===== config.mk =====
export PLATFORM = sky130hd
export DESIGN_NAME = cmp_timer
export DESIGN_NICKNAME = d
export VERILOG_FILES = /design/src/rtl/tcu_pkg.sv /design/src/rtl/tcu_regs.sv /design/src/rtl/tcu_counter.sv /design/src/rtl/tcu_channel.sv /design/src/rtl/tcu_ovf_flag.sv /design/src/rtl/cmp_timer.sv
export SDC_FILE = /design/constraint.sdc
export NUM_CORES = 1
export LEC_CHECK = 0
export BUFFER_PORTS_ARGS = -buffer_cell sky130_fd_sc_hd__buf_4
export CAP_MARGIN = 10
export CORE_ASPECT_RATIO = 0.75
export CORE_UTILIZATION = 25
export CTS_BUF_LIST = sky130_fd_sc_hd__clkbuf_16
export DETAILED_ROUTE_END_ITERATION = 8
export PLACE_DENSITY = 0.52
export SETUP_SLACK_MARGIN = 0.15
export SLEW_MARGIN = 20
export SYNTH_ARGS = -nofsm -noshare
export SYNTH_HDL_FRONTEND = slang
export SYNTH_HIERARCHICAL = 1
export SYNTH_SLANG_ARGS = --single-unit

===== constraint.sdc =====
create_clock -name clk -period 5.59 [get_ports clk]
set_clock_uncertainty 0.15 [all_clocks]
set_input_delay 0.2795 -clock clk [delete_from_list [all_inputs] [get_ports clk]]
set_output_delay 0.2795 -clock clk [all_outputs]
set_load 0.05 [all_outputs]

===== src/rtl/tcu_pkg.sv =====
package tcu_pkg;
  localparam int NUM_CH = 3;
  localparam int CTRL_W = 8;

  typedef enum logic [1:0] {
    ACT_NONE   = 2'd0,
    ACT_TOGGLE = 2'd1,
    ACT_LOW    = 2'd2,
    ACT_HIGH   = 2'd3
  } match_act_e;

  typedef enum logic [1:0] {
    WAVE_FREE = 2'd0,
    WAVE_CTC  = 2'd1,
    WAVE_RSV2 = 2'd2,
    WAVE_RSV3 = 2'd3
  } wave_e;

  localparam logic [2:0] ADDR_CTRL  = 3'd0;
  localparam logic [2:0] ADDR_COUNT = 3'd1;
  localparam logic [2:0] ADDR_CMP_A = 3'd2;
  localparam logic [2:0] ADDR_FLAG  = 3'd5;
  localparam logic [2:0] ADDR_DIR   = 3'd6;
endpackage


===== src/rtl/tcu_regs.sv =====
module tcu_regs
  import tcu_pkg::*;
#(
  parameter int CNT_W = 16
) (
  input  logic                clk,
  input  logic                rst_n,
  input  logic                bus_sel,
  input  logic                bus_we,
  input  logic [2:0]          bus_addr,
  input  logic [CNT_W-1:0]    bus_wdata,
  output logic [CTRL_W-1:0]   ctrl_q,
  output logic [NUM_CH-1:0]   dir_q,
  output logic                wr_count,
  output logic                wr_flag,
  output logic [NUM_CH-1:0]   wr_cmp
);
  logic bus_wr;
  assign bus_wr   = bus_sel & bus_we;
  assign wr_count = bus_wr && (bus_addr == ADDR_COUNT);
  assign wr_flag  = bus_wr && (bus_addr == ADDR_FLAG);

  for (genvar i = 0; i < NUM_CH; i++) begin : g_cmp_dec
    localparam logic [2:0] CH_ADDR = 3'(ADDR_CMP_A + i);
    assign wr_cmp[i] = bus_wr && (bus_addr == CH_ADDR);
  end

  always_ff @(posedge clk) begin
    if (!rst_n) begin
      ctrl_q <= '0;
      dir_q  <= '0;
    end else if (bus_wr) begin
      if (bus_addr == ADDR_CTRL) ctrl_q <= bus_wdata[CTRL_W-1:0];
      if (bus_addr == ADDR_DIR)  dir_q  <= bus_wdata[NUM_CH-1:0];
    end
  end

  assert_ctrl_write_R2: assert property (@(posedge clk) disable iff (!rst_n)
    (bus_wr && bus_addr == ADDR_CTRL) |=> ctrl_q == $past(bus_wdata[CTRL_W-1:0]));
endmodule


===== src/rtl/tcu_counter.sv =====
module tcu_counter #(
  parameter int CNT_W = 16
) (
  input  logic             clk,
  input  logic             rst_n,
  input  logic             tick,
  input  logic             wr_en,
  input  logic [CNT_W-1:0] wr_data,
  input  logic             ctc,
  input  logic [CNT_W-1:0] top,
  output logic [CNT_W-1:0] count_q,
  output logic             step,
  output logic             wrap
);
  localparam logic [CNT_W-1:0] CNT_MAX = '1;

  logic at_top;
  assign step   = tick & ~wr_en;
  assign at_top = ctc && (count_q == top);
  assign wrap   = step & ~ctc & (count_q == CNT_MAX);

  always_ff @(posedge clk) begin
    if (!rst_n)       count_q <= '0;
    else if (wr_en)   count_q <= wr_data;
    else if (tick) begin
      if (at_top)     count_q <= '0;
      else            count_q <= count_q + 1'b1;
    end
  end

  assert_count_step_R3: assert property (@(posedge clk) disable iff (!rst_n)
    (step && !(ctc && count_q == top)) |=> count_q == $past(count_q) + 1'b1);
  assert_ctc_restart_R8: assert property (@(posedge clk) disable iff (!rst_n)
    (step && ctc && count_q == top) |=> count_q == '0);
  assert_write_wins_R7: assert property (@(posedge clk) disable iff (!rst_n)
    wr_en |=> count_q == $past(wr_data));
endmodule


===== src/rtl/tcu_channel.sv =====
module tcu_channel
  import tcu_pkg::*;
#(
  parameter int CNT_W = 16
) (
  input  logic             clk,
  input  logic             rst_n,
  input  logic             cmp_wr,
  input  logic [CNT_W-1:0] wdata,
  input  logic [CNT_W-1:0] count,
  input  logic             step,
  input  match_act_e       act,
  output logic [CNT_W-1:0] cmp_q,
  output logic             oc_q
);
  logic hit;
  assign hit = step && (count == cmp_q);

  always_ff @(posedge clk) begin
    if (!rst_n)      cmp_q <= '0;
    else if (cmp_wr) cmp_q <= wdata;
  end

  always_ff @(posedge clk) begin
    if (!rst_n) oc_q <= 1'b0;
    else if (hit) begin
      case (act)
        ACT_TOGGLE: oc_q <= ~oc_q;
        ACT_LOW:    oc_q <= 1'b0;
        ACT_HIGH:   oc_q <= 1'b1;
        default:    oc_q <= oc_q;
      endcase
    end
  end

  assert_toggle_R4: assert property (@(posedge clk) disable iff (!rst_n)
    (hit && act == ACT_TOGGLE) |=> oc_q != $past(oc_q));
  assert_drive_low_R4: assert property (@(posedge clk) disable iff (!rst_n)
    (hit && act == ACT_LOW) |=> !oc_q);
  assert_drive_high_R4: assert property (@(posedge clk) disable iff (!rst_n)
    (hit && act == ACT_HIGH) |=> oc_q);
  assert_hold_idle_R6: assert property (@(posedge clk) disable iff (!rst_n)
    (!step || act == ACT_NONE) |=> $stable(oc_q));
endmodule


===== src/rtl/tcu_ovf_flag.sv =====
module tcu_ovf_flag (
  input  logic clk,
  input  logic rst_n,
  input  logic set,
  input  logic ack,
  input  logic wr_flag,
  input  logic wr_bit,
  output logic flag_q
);
  logic clr;
  assign clr = ack | (wr_flag & wr_bit);

  always_ff @(posedge clk) begin
    if (!rst_n)   flag_q <= 1'b0;
    else if (set) flag_q <= 1'b1;
    else if (clr) flag_q <= 1'b0;
  end

  assert_set_wins_R11: assert property (@(posedge clk) disable iff (!rst_n)
    set |=> flag_q);
  assert_clear_R10: assert property (@(posedge clk) disable iff (!rst_n)
    (clr && !set) |=> !flag_q);
  assert_quiet_R10: assert property (@(posedge clk) disable iff (!rst_n)
    (!clr && !set) |=> $stable(flag_q));
endmodule


===== src/rtl/cmp_timer.sv =====
module cmp_timer
  import tcu_pkg::*;
#(
  parameter int CNT_W = 16
) (
  input  logic             clk,
  input  logic             rst_n,
  input  logic             bus_sel,
  input  logic             bus_we,
  input  logic [2:0]       bus_addr,
  input  logic [CNT_W-1:0] bus_wdata,
  output logic [CNT_W-1:0] bus_rdata,
  input  logic             cnt_tick,
  input  logic             irq_ack,
  input  logic [2:0]       port_val,
  output logic [2:0]       pin_out,
  output logic [2:0]       pin_oe,
  output logic             irq
);
  logic [CTRL_W-1:0] ctrl_q;
  logic [NUM_CH-1:0] dir_q;
  logic              wr_count, wr_flag;
  logic [NUM_CH-1:0] wr_cmp;
  logic [CNT_W-1:0]  count_q;
  logic              step, wrap, flag_q, ctc;
  logic [CNT_W-1:0]  cmp_q [NUM_CH];
  logic [NUM_CH-1:0] oc_q;
  wave_e             wave;

  tcu_regs #(.CNT_W(CNT_W)) u_regs (
    .clk(clk), .rst_n(rst_n), .bus_sel(bus_sel), .bus_we(bus_we),
    .bus_addr(bus_addr), .bus_wdata(bus_wdata), .ctrl_q(ctrl_q),
    .dir_q(dir_q), .wr_count(wr_count), .wr_flag(wr_flag), .wr_cmp(wr_cmp)
  );

  assign wave = wave_e'(ctrl_q[1:0]);
  assign ctc  = (wave == WAVE_CTC);

  tcu_counter #(.CNT_W(CNT_W)) u_counter (
    .clk(clk), .rst_n(rst_n), .tick(cnt_tick), .wr_en(wr_count),
    .wr_data(bus_wdata), .ctc(ctc), .top(cmp_q[0]),
    .count_q(count_q), .step(step), .wrap(wrap)
  );

  for (genvar i = 0; i < NUM_CH; i++) begin : g_ch
    match_act_e act;
    assign act = match_act_e'(ctrl_q[CTRL_W-1-2*i -: 2]);

    tcu_channel #(.CNT_W(CNT_W)) u_chan (
      .clk(clk), .rst_n(rst_n), .cmp_wr(wr_cmp[i]), .wdata(bus_wdata),
      .count(count_q), .step(step), .act(act),
      .cmp_q(cmp_q[i]), .oc_q(oc_q[i])
    );

    assign pin_out[i] = (act != ACT_NONE) ? oc_q[i] : port_val[i];
    assign pin_oe[i]  = dir_q[i];
  end

  tcu_ovf_flag u_flag (
    .clk(clk), .rst_n(rst_n), .set(wrap), .ack(irq_ack),
    .wr_flag(wr_flag), .wr_bit(bus_wdata[0]), .flag_q(flag_q)
  );

  assign irq = flag_q;

  always_comb begin
    bus_rdata = '0;
    case (bus_addr)
      ADDR_CTRL:  bus_rdata[CTRL_W-1:0] = ctrl_q;
      ADDR_COUNT: bus_rdata = count_q;
      3'd2:       bus_rdata = cmp_q[0];
      3'd3:       bus_rdata = cmp_q[1];
      3'd4:       bus_rdata = cmp_q[2];
      ADDR_FLAG:  bus_rdata[0] = flag_q;
      ADDR_DIR:   bus_rdata[NUM_CH-1:0] = dir_q;
      default:    bus_rdata = '0;
    endcase
  end

  assert_no_ovf_in_ctc_R8: assert property (@(posedge clk) disable iff (!rst_n)
    (ctc && !flag_q && !(wr_flag && !bus_wdata[0])) |=> !flag_q);
endmodule


== After elaboration in Yosys (flattened, before gate mapping) ==
Index checks and enable logic that the tools add are counted.
W data, S select, Z words.

* Bits in registers: 79
* Logic and storage cells: 80

* Add/subtract/negate cells: 1
* Eq/ne operators: 20
* Multiplexer cells: 15
* Bitwise gates (word level): 11
* Reductions and logical operators: 23

{| class="wikitable"
|+ Operators by type and width
! operator !! number
|-
| $eq A16 B16 Y1 || 3
|-
| $mux W16 || 3
|-
| $pmux W8 S4 || 1
|-
| $pmux W5 S5 || 1
|-
| $add A16 B1 Y16 const B || 1
|-
| $eq A16 B16 Y1 const B || 1
|-
| $eq A2 B2 Y1 const B || 6
|-
| $pmux W2 S6 || 1
|-
| $reduce_and A2 Y1 || 5
|-
| $reduce_bool A2 Y1 || 5
|-
| $eq A3 B3 Y1 const B || 3
|-
| $logic_and A1 B1 Y1 || 9
|-
| $pmux W1 S3 || 3
|-
| $reduce_bool A3 Y1 || 3
|-
| $eq A2 B1 Y1 const B || 4
|-
| $pmux W1 S7 || 1
|-
| $eq A3 B2 Y1 const B || 2
|-
| $and A1 B1 Y1 || 5
|-
| $mux W1 || 5
|-
| $not A1 Y1 || 5
|-
| $eq A3 B1 Y1 const B || 1
|-
| $logic_not A3 Y1 || 1
|-
| $or A1 B1 Y1 || 1
|}

== Logic depth before layout (Yosys ltp) ==
* Word-level depth: 7
* Gate-level depth with buffers: 7
* Mapped depth without buffers: 6

== Modules after synthesis ==
Netlist, hierarchy kept.

{| class="wikitable"
|+ Modules (own cells, without submodules)
! module !! times used !! cells an instance !! area an instance (um^2) !! seq. area each (um^2)
|-
| tcu_channel || 3 || 82 || 809.5 || 340.3
|-
| tcu_counter || 1 || 142 || 1176.1 || 320.3
|-
| cmp_timer || 1 || 92 || 721.9 || 0.0
|-
| tcu_regs || 1 || 55 || 493.0 || 220.2
|-
| tcu_ovf_flag || 1 || 4 || 43.8 || 20.0
|}

== Worst setup path after synthesis ==
Ideal clock, no wire load.

* Path kind: flip-flop to output port
* From: register u_flag.flag_q
* To: output bus_rdata[0]
* Arrival time: 2.028 ns
* Required time: 5.161 ns
* Setup slack: 3.133 ns
* Cell stages (with the launch flop): 4
* Path through: dfxtp_1 -> mux2i_1 -> o211a_1 -> nor3_1

* Word-level cells in the longest chain between the ends: 1

{| class="wikitable"
|+ RTL lines
! what !! line !! text
|-
| start: declaration || tcu_ovf_flag.sv:8 || <nowiki>output logic flag_q</nowiki>
|-
| start signal: assignment || tcu_ovf_flag.sv:14 || <nowiki>if (!rst_n) flag_q <= 1'b0;</nowiki>
|-
| start signal: assignment || tcu_ovf_flag.sv:15 || <nowiki>else if (set) flag_q <= 1'b1;</nowiki>
|-
| start signal: assignment || tcu_ovf_flag.sv:16 || <nowiki>else if (clr) flag_q <= 1'b0;</nowiki>
|-
| $pmux W1 S7 || cmp_timer.sv:68 || <nowiki>case (bus_addr)</nowiki>
|-
| end: declaration || cmp_timer.sv:12 || <nowiki>output logic [CNT_W-1:0] bus_rdata,</nowiki>
|}

Every way passes these cells.

== Final worst setup path ==
* From: input bus_addr[1]
* To: output bus_rdata[0]

* Word-level cells in the longest chain between the ends: 2
* Elaborated cells on any way between the ends: 8
* Classes of those cells: eq/ne: 6; mux: 1; reduce/logical: 1

{| class="wikitable"
|+ RTL lines
! what !! line !! text
|-
| start: declaration || cmp_timer.sv:10 || <nowiki>input logic [2:0] bus_addr,</nowiki>
|-
| $eq A3 B3 Y1, or another cell as far along || cmp_timer.sv:68 ||
|-
| $pmux W1 S7 (*) || cmp_timer.sv:68 ||
|}

Mark *: on every way between the ends. The rest lies on a longest branch, timed or not.

==> metrics.md <==
| Metric | Value |
|---|---|
| Die span in x | roughly 160 um |
| Clock-pin slew on the worst setup and hold paths | 60 ps |
| Share of cells above drive strength 1 | between 10 and 15% |
| Fin nets | between 500 and 600 |
| RSZ-0062 raised after global routing | no |
| Post-synth ARST share | 0% |
| Reg2reg start | u_counter/count_q[2]$_SDFFE_PN0P_ |
| Syn_nets | around 570 |
| Post-CTS Setup Inserts | 0 |
| Vias | around 4.2k |
| Worst slew pin tran | ~820 ps |
| Tcrit/Tclk final | ~45% |
| Initial Util | about a quarter |
| Global-route wire length before repair | 24820 um |
| Tot GR Track Use | 16.97% |
| # DRC | 0 |
| CP cell instances | buf_4 > nand2b_1 > a211oi_1 > nor3_1 > buf_4 |
| Syn Inst Count | 539 |
| Pwr/cell area | between 200 and 250 nW/um^2 |
| Met3 routed WL | approximately 1300 um |
| IO buf count | 50 |
| Final Hold Fails | 0 |
| Most used DFF post-synth | dfxtp_1 |
| Peak VDD IR | approximately 110 uV |
| Peak Freq | about 400 MHz |
| Metal2 WL | 6564 um |
| Total power | about 1300 uW |
| Worst hold path type | in -> reg |
| Setup TNS | 0 ps |
| Leak | approximately 0.0021 uW |
| CP startpoint | bus_addr[1] |
| Critical Path End Type | primary output |
| Root Driver | clkbuf_16 |
| Clock buffer count from CTS | 9 |
| Top Ports | between 50 and 60 |
| Initial antenna violation count | 0 |
| Final setup violation count | 0 |
| CTS tree | done |
| Cts-stage hold buffer count | 0 |
| CP arrival | roughly 2100 ps |
| # diodes | 0 |
| Skew-Pair Late Insertion Delay | 340 ps |
| Synth Register Bits | just under 80 |
| Rel. slew slack | a little under half |
| Post-DP HPWL | between 10000 and 15000 um |
| Drt wl/cell | between 20 and 25 um |
| Fin util | between 20% and 30% |
| Crit path max-delay family | simple AND/OR/NAND/NOR gates |
| Min Tclk post-route | around 2500 ps |
| Startpoint Class | primary input |
| RePlAce Congestion | 0.8483 |
| Std-Cell Rows | 43 |
| Critical path depth | 5 |
| Starting DRT DRC Count | between 300 and 400 |
| R2R depth | 5 |
| Status | completed |
| Post-cts resize count | 0 |
| Pin count of the biggest net entering global routing | 35 |
| CORE AREA | about 19000 um^2 |
| Layout area overhead | 15.80% |
| Vias in the first global route | slightly above 4k |
| H-tree depth | 3 |
| MaxCap Viol Count | 0 |
| Synth Area per Inst | approximately 9.0 um^2 |
| Top layer in use | met4 |
| Total die area | 20020 um^2 |
| Die span in y | roughly 120 um |
| Setup CP Type | in -> out |
| Number of synthesized flops with an enable pin | 0 |
| Layout filler cell count | about 2k |
| Remaining global-route overflow | 0 |
| Slew Limit Fails | 0 |
| Sequential share of the synthesized area | 32.52% |
| Post-Syn Area | around 4900 um^2 |
| Most frequent cell on the critical path | buf_4 |
| Number of vias per cell | ~5 |
| Crit-path slowest cell | nand2b_1 |
| Clk sink count | between 70 and 80 |
| Routed Antenna Nets | 0 |
| CP peak stage delay | between 500 and 600 ps |
| Synth warnings | 6 |
| Synth unique cells | 48 |
| Critical path fanouts, max | 32 |
| Metal1 wirelength | approximately 8400 um |
| WL final | approximately 16000 um |
| Worst flop-to-flop path endpoint | u_counter/count_q[7]$_SDFFE_PN0P_ |
| Deepest clock path buffer count | 2 |
| R2R Setup Slk | 3110 ps |
| Worst path bufs/invs | 2 |
| Pre-antenna DRT Iters | 5 |
| End of the critical path | bus_rdata[0] |
| Crit path required time | between 5000 and 6000 ps |
==> metal layers <==
layer / up-vias / track usage, %
li1: 1971 / -
met1: 2052 / 25.62
met2: 188 / 23.48
met3: 15 / 4.157
met4: 0 / 4.264
met5: - / 0
==> where the power goes <==
group | internal, uW | total, uW | switching (uW)
logic | 63.3 | 175 | 112
registers | 572 | 588 | 16.8
clock network | 289 | 514 | 225
==> registers in the layout, summed over array words and instances (netlist names) <==
register           flops
g_ch.u_chan/cmp_q     48
u_counter/count_q     16
u_regs/ctrl_q          8
g_ch.u_chan/oc_q       3
u_regs/dir_q           3
u_flag/flag_q          1
==> layout make-up <==
type	count	area [um^2]	area share, %
inverter	6	22.52	0.3999
timing repair buffer	53	397.9	7.065
tap	247	309.0	5.488
clock inverter	5	21.27	0.3777
clock buffer	9	225.2	3.999
sequential	79	1582	28.08
multi-input combinational	421	3074	54.59
==> Yosys cell counts (2+ instances only) <==
| master | n | area [um^2] |
|---|---|---|
| a211o_1 | 4 | 35.03 |
| a21oi_1 | 16 | 80.08 |
| a22oi_1 | 8 | 60.06 |
| a31o_1 | 3 | 26.28 |
| and2_1 | 2 | 12.51 |
| and3_1 | 4 | 25.02 |
| buf_2 | 8 | 40.04 |
| buf_4 | 4 | 30.03 |
| buf_6 | 5 | 56.30 |
| clkbuf_1 | 15 | 56.30 |
| dfxtp_1 | 79 | 1582 |
| inv_1 | 6 | 22.52 |
| mux2_2 | 4 | 45.04 |
| mux2i_1 | 83 | 830.8 |
| nand2_1 | 30 | 112.6 |
| nand2b_1 | 6 | 37.54 |
| nand3_1 | 13 | 65.06 |
| nand4_1 | 18 | 112.6 |
| nor2_1 | 61 | 229.0 |
| nor2b_1 | 8 | 50.05 |
| nor3_1 | 10 | 50.05 |
| nor3_4 | 4 | 65.06 |
| nor3b_1 | 16 | 120.1 |
| nor4_1 | 5 | 31.28 |
| o221ai_1 | 2 | 17.52 |
| o22ai_1 | 23 | 143.9 |
| or2_2 | 3 | 18.77 |
| or3_1 | 3 | 18.77 |
| xnor2_1 | 43 | 376.6 |
| xor2_1 | 35 | 306.5 |
==> through the flow <==
stage	hold WS, ps	setup slack, ps	instance area (um^2)	cells
global route	64.27	2977	5632	820
global placement	304.8	3079	5380	806
floorplan	247.1	3133	4863	539
CTS	59.62	3153	5632	820
detailed placement	321.3	2978	5385	806
finish	60.73	3086	5632	820
==> cell families after synthesis <==
| family | count (synthesis) | synth area share [%] |
|---|---|---|
| multiplexers | 87 | 18.01 |
| flip-flops | 79 | 32.52 |
| adder cells (fa/ha/maj) | 1 | 0.2572 |
| AO/OA/AOI/OAI | 63 | 9.056 |
| XOR/XNOR | 78 | 14.05 |
| AND/OR/NAND/NOR | 192 | 21.48 |
| buffers and inverters | 39 | 4.631 |
==> worst min-delay path by stage <==
stage | startpoint | end | slack, ps | cells past startpoint
floorplan | rst_n | u_flag/flag_q$_SDFFE_PN0P_ | 250 | 1
global placement | u_regs/ctrl_q[0]$_SDFFE_PN0P_ | u_regs/ctrl_q[0]$_SDFFE_PN0P_ | 300 | 2
detailed placement | u_regs/ctrl_q[1]$_SDFFE_PN0P_ | u_regs/ctrl_q[1]$_SDFFE_PN0P_ | 320 | 2
CTS | bus_wdata[8] | g_ch[2].u_chan/cmp_q[8]$_SDFFE_PN0P_ | 60 | 3
global route | bus_wdata[10] | g_ch[0].u_chan/cmp_q[10]$_SDFFE_PN0P_ | 60 | 3
finish | bus_wdata[9] | g_ch[2].u_chan/cmp_q[9]$_SDFFE_PN0P_ | 60 | 3
==> worst reg2reg max path, cell delays in order (launching register included) <==
cell and delay [ps]:
dfxtp_1 620, xor2_1 130, nor4_1 340, nand3_1 170, o311ai_4 710, o22ai_1 200
==> cells in the final DEF (no fill, tap or decap), types with 9 or more instances in the layout <==
master      n
nand4_1    18
o22ai_1    23
a21oi_1    16
nor3_1      9
nor3b_1    16
dfxtp_1    79
clkbuf_16   9
nand2_1    30
inv_1       9
buf_4      53
nand3_1    13
xor2_1     35
nor2_1     58
mux2i_1    83
xnor2_1    43
Note: power is estimated with default switching activity, not from simulation.
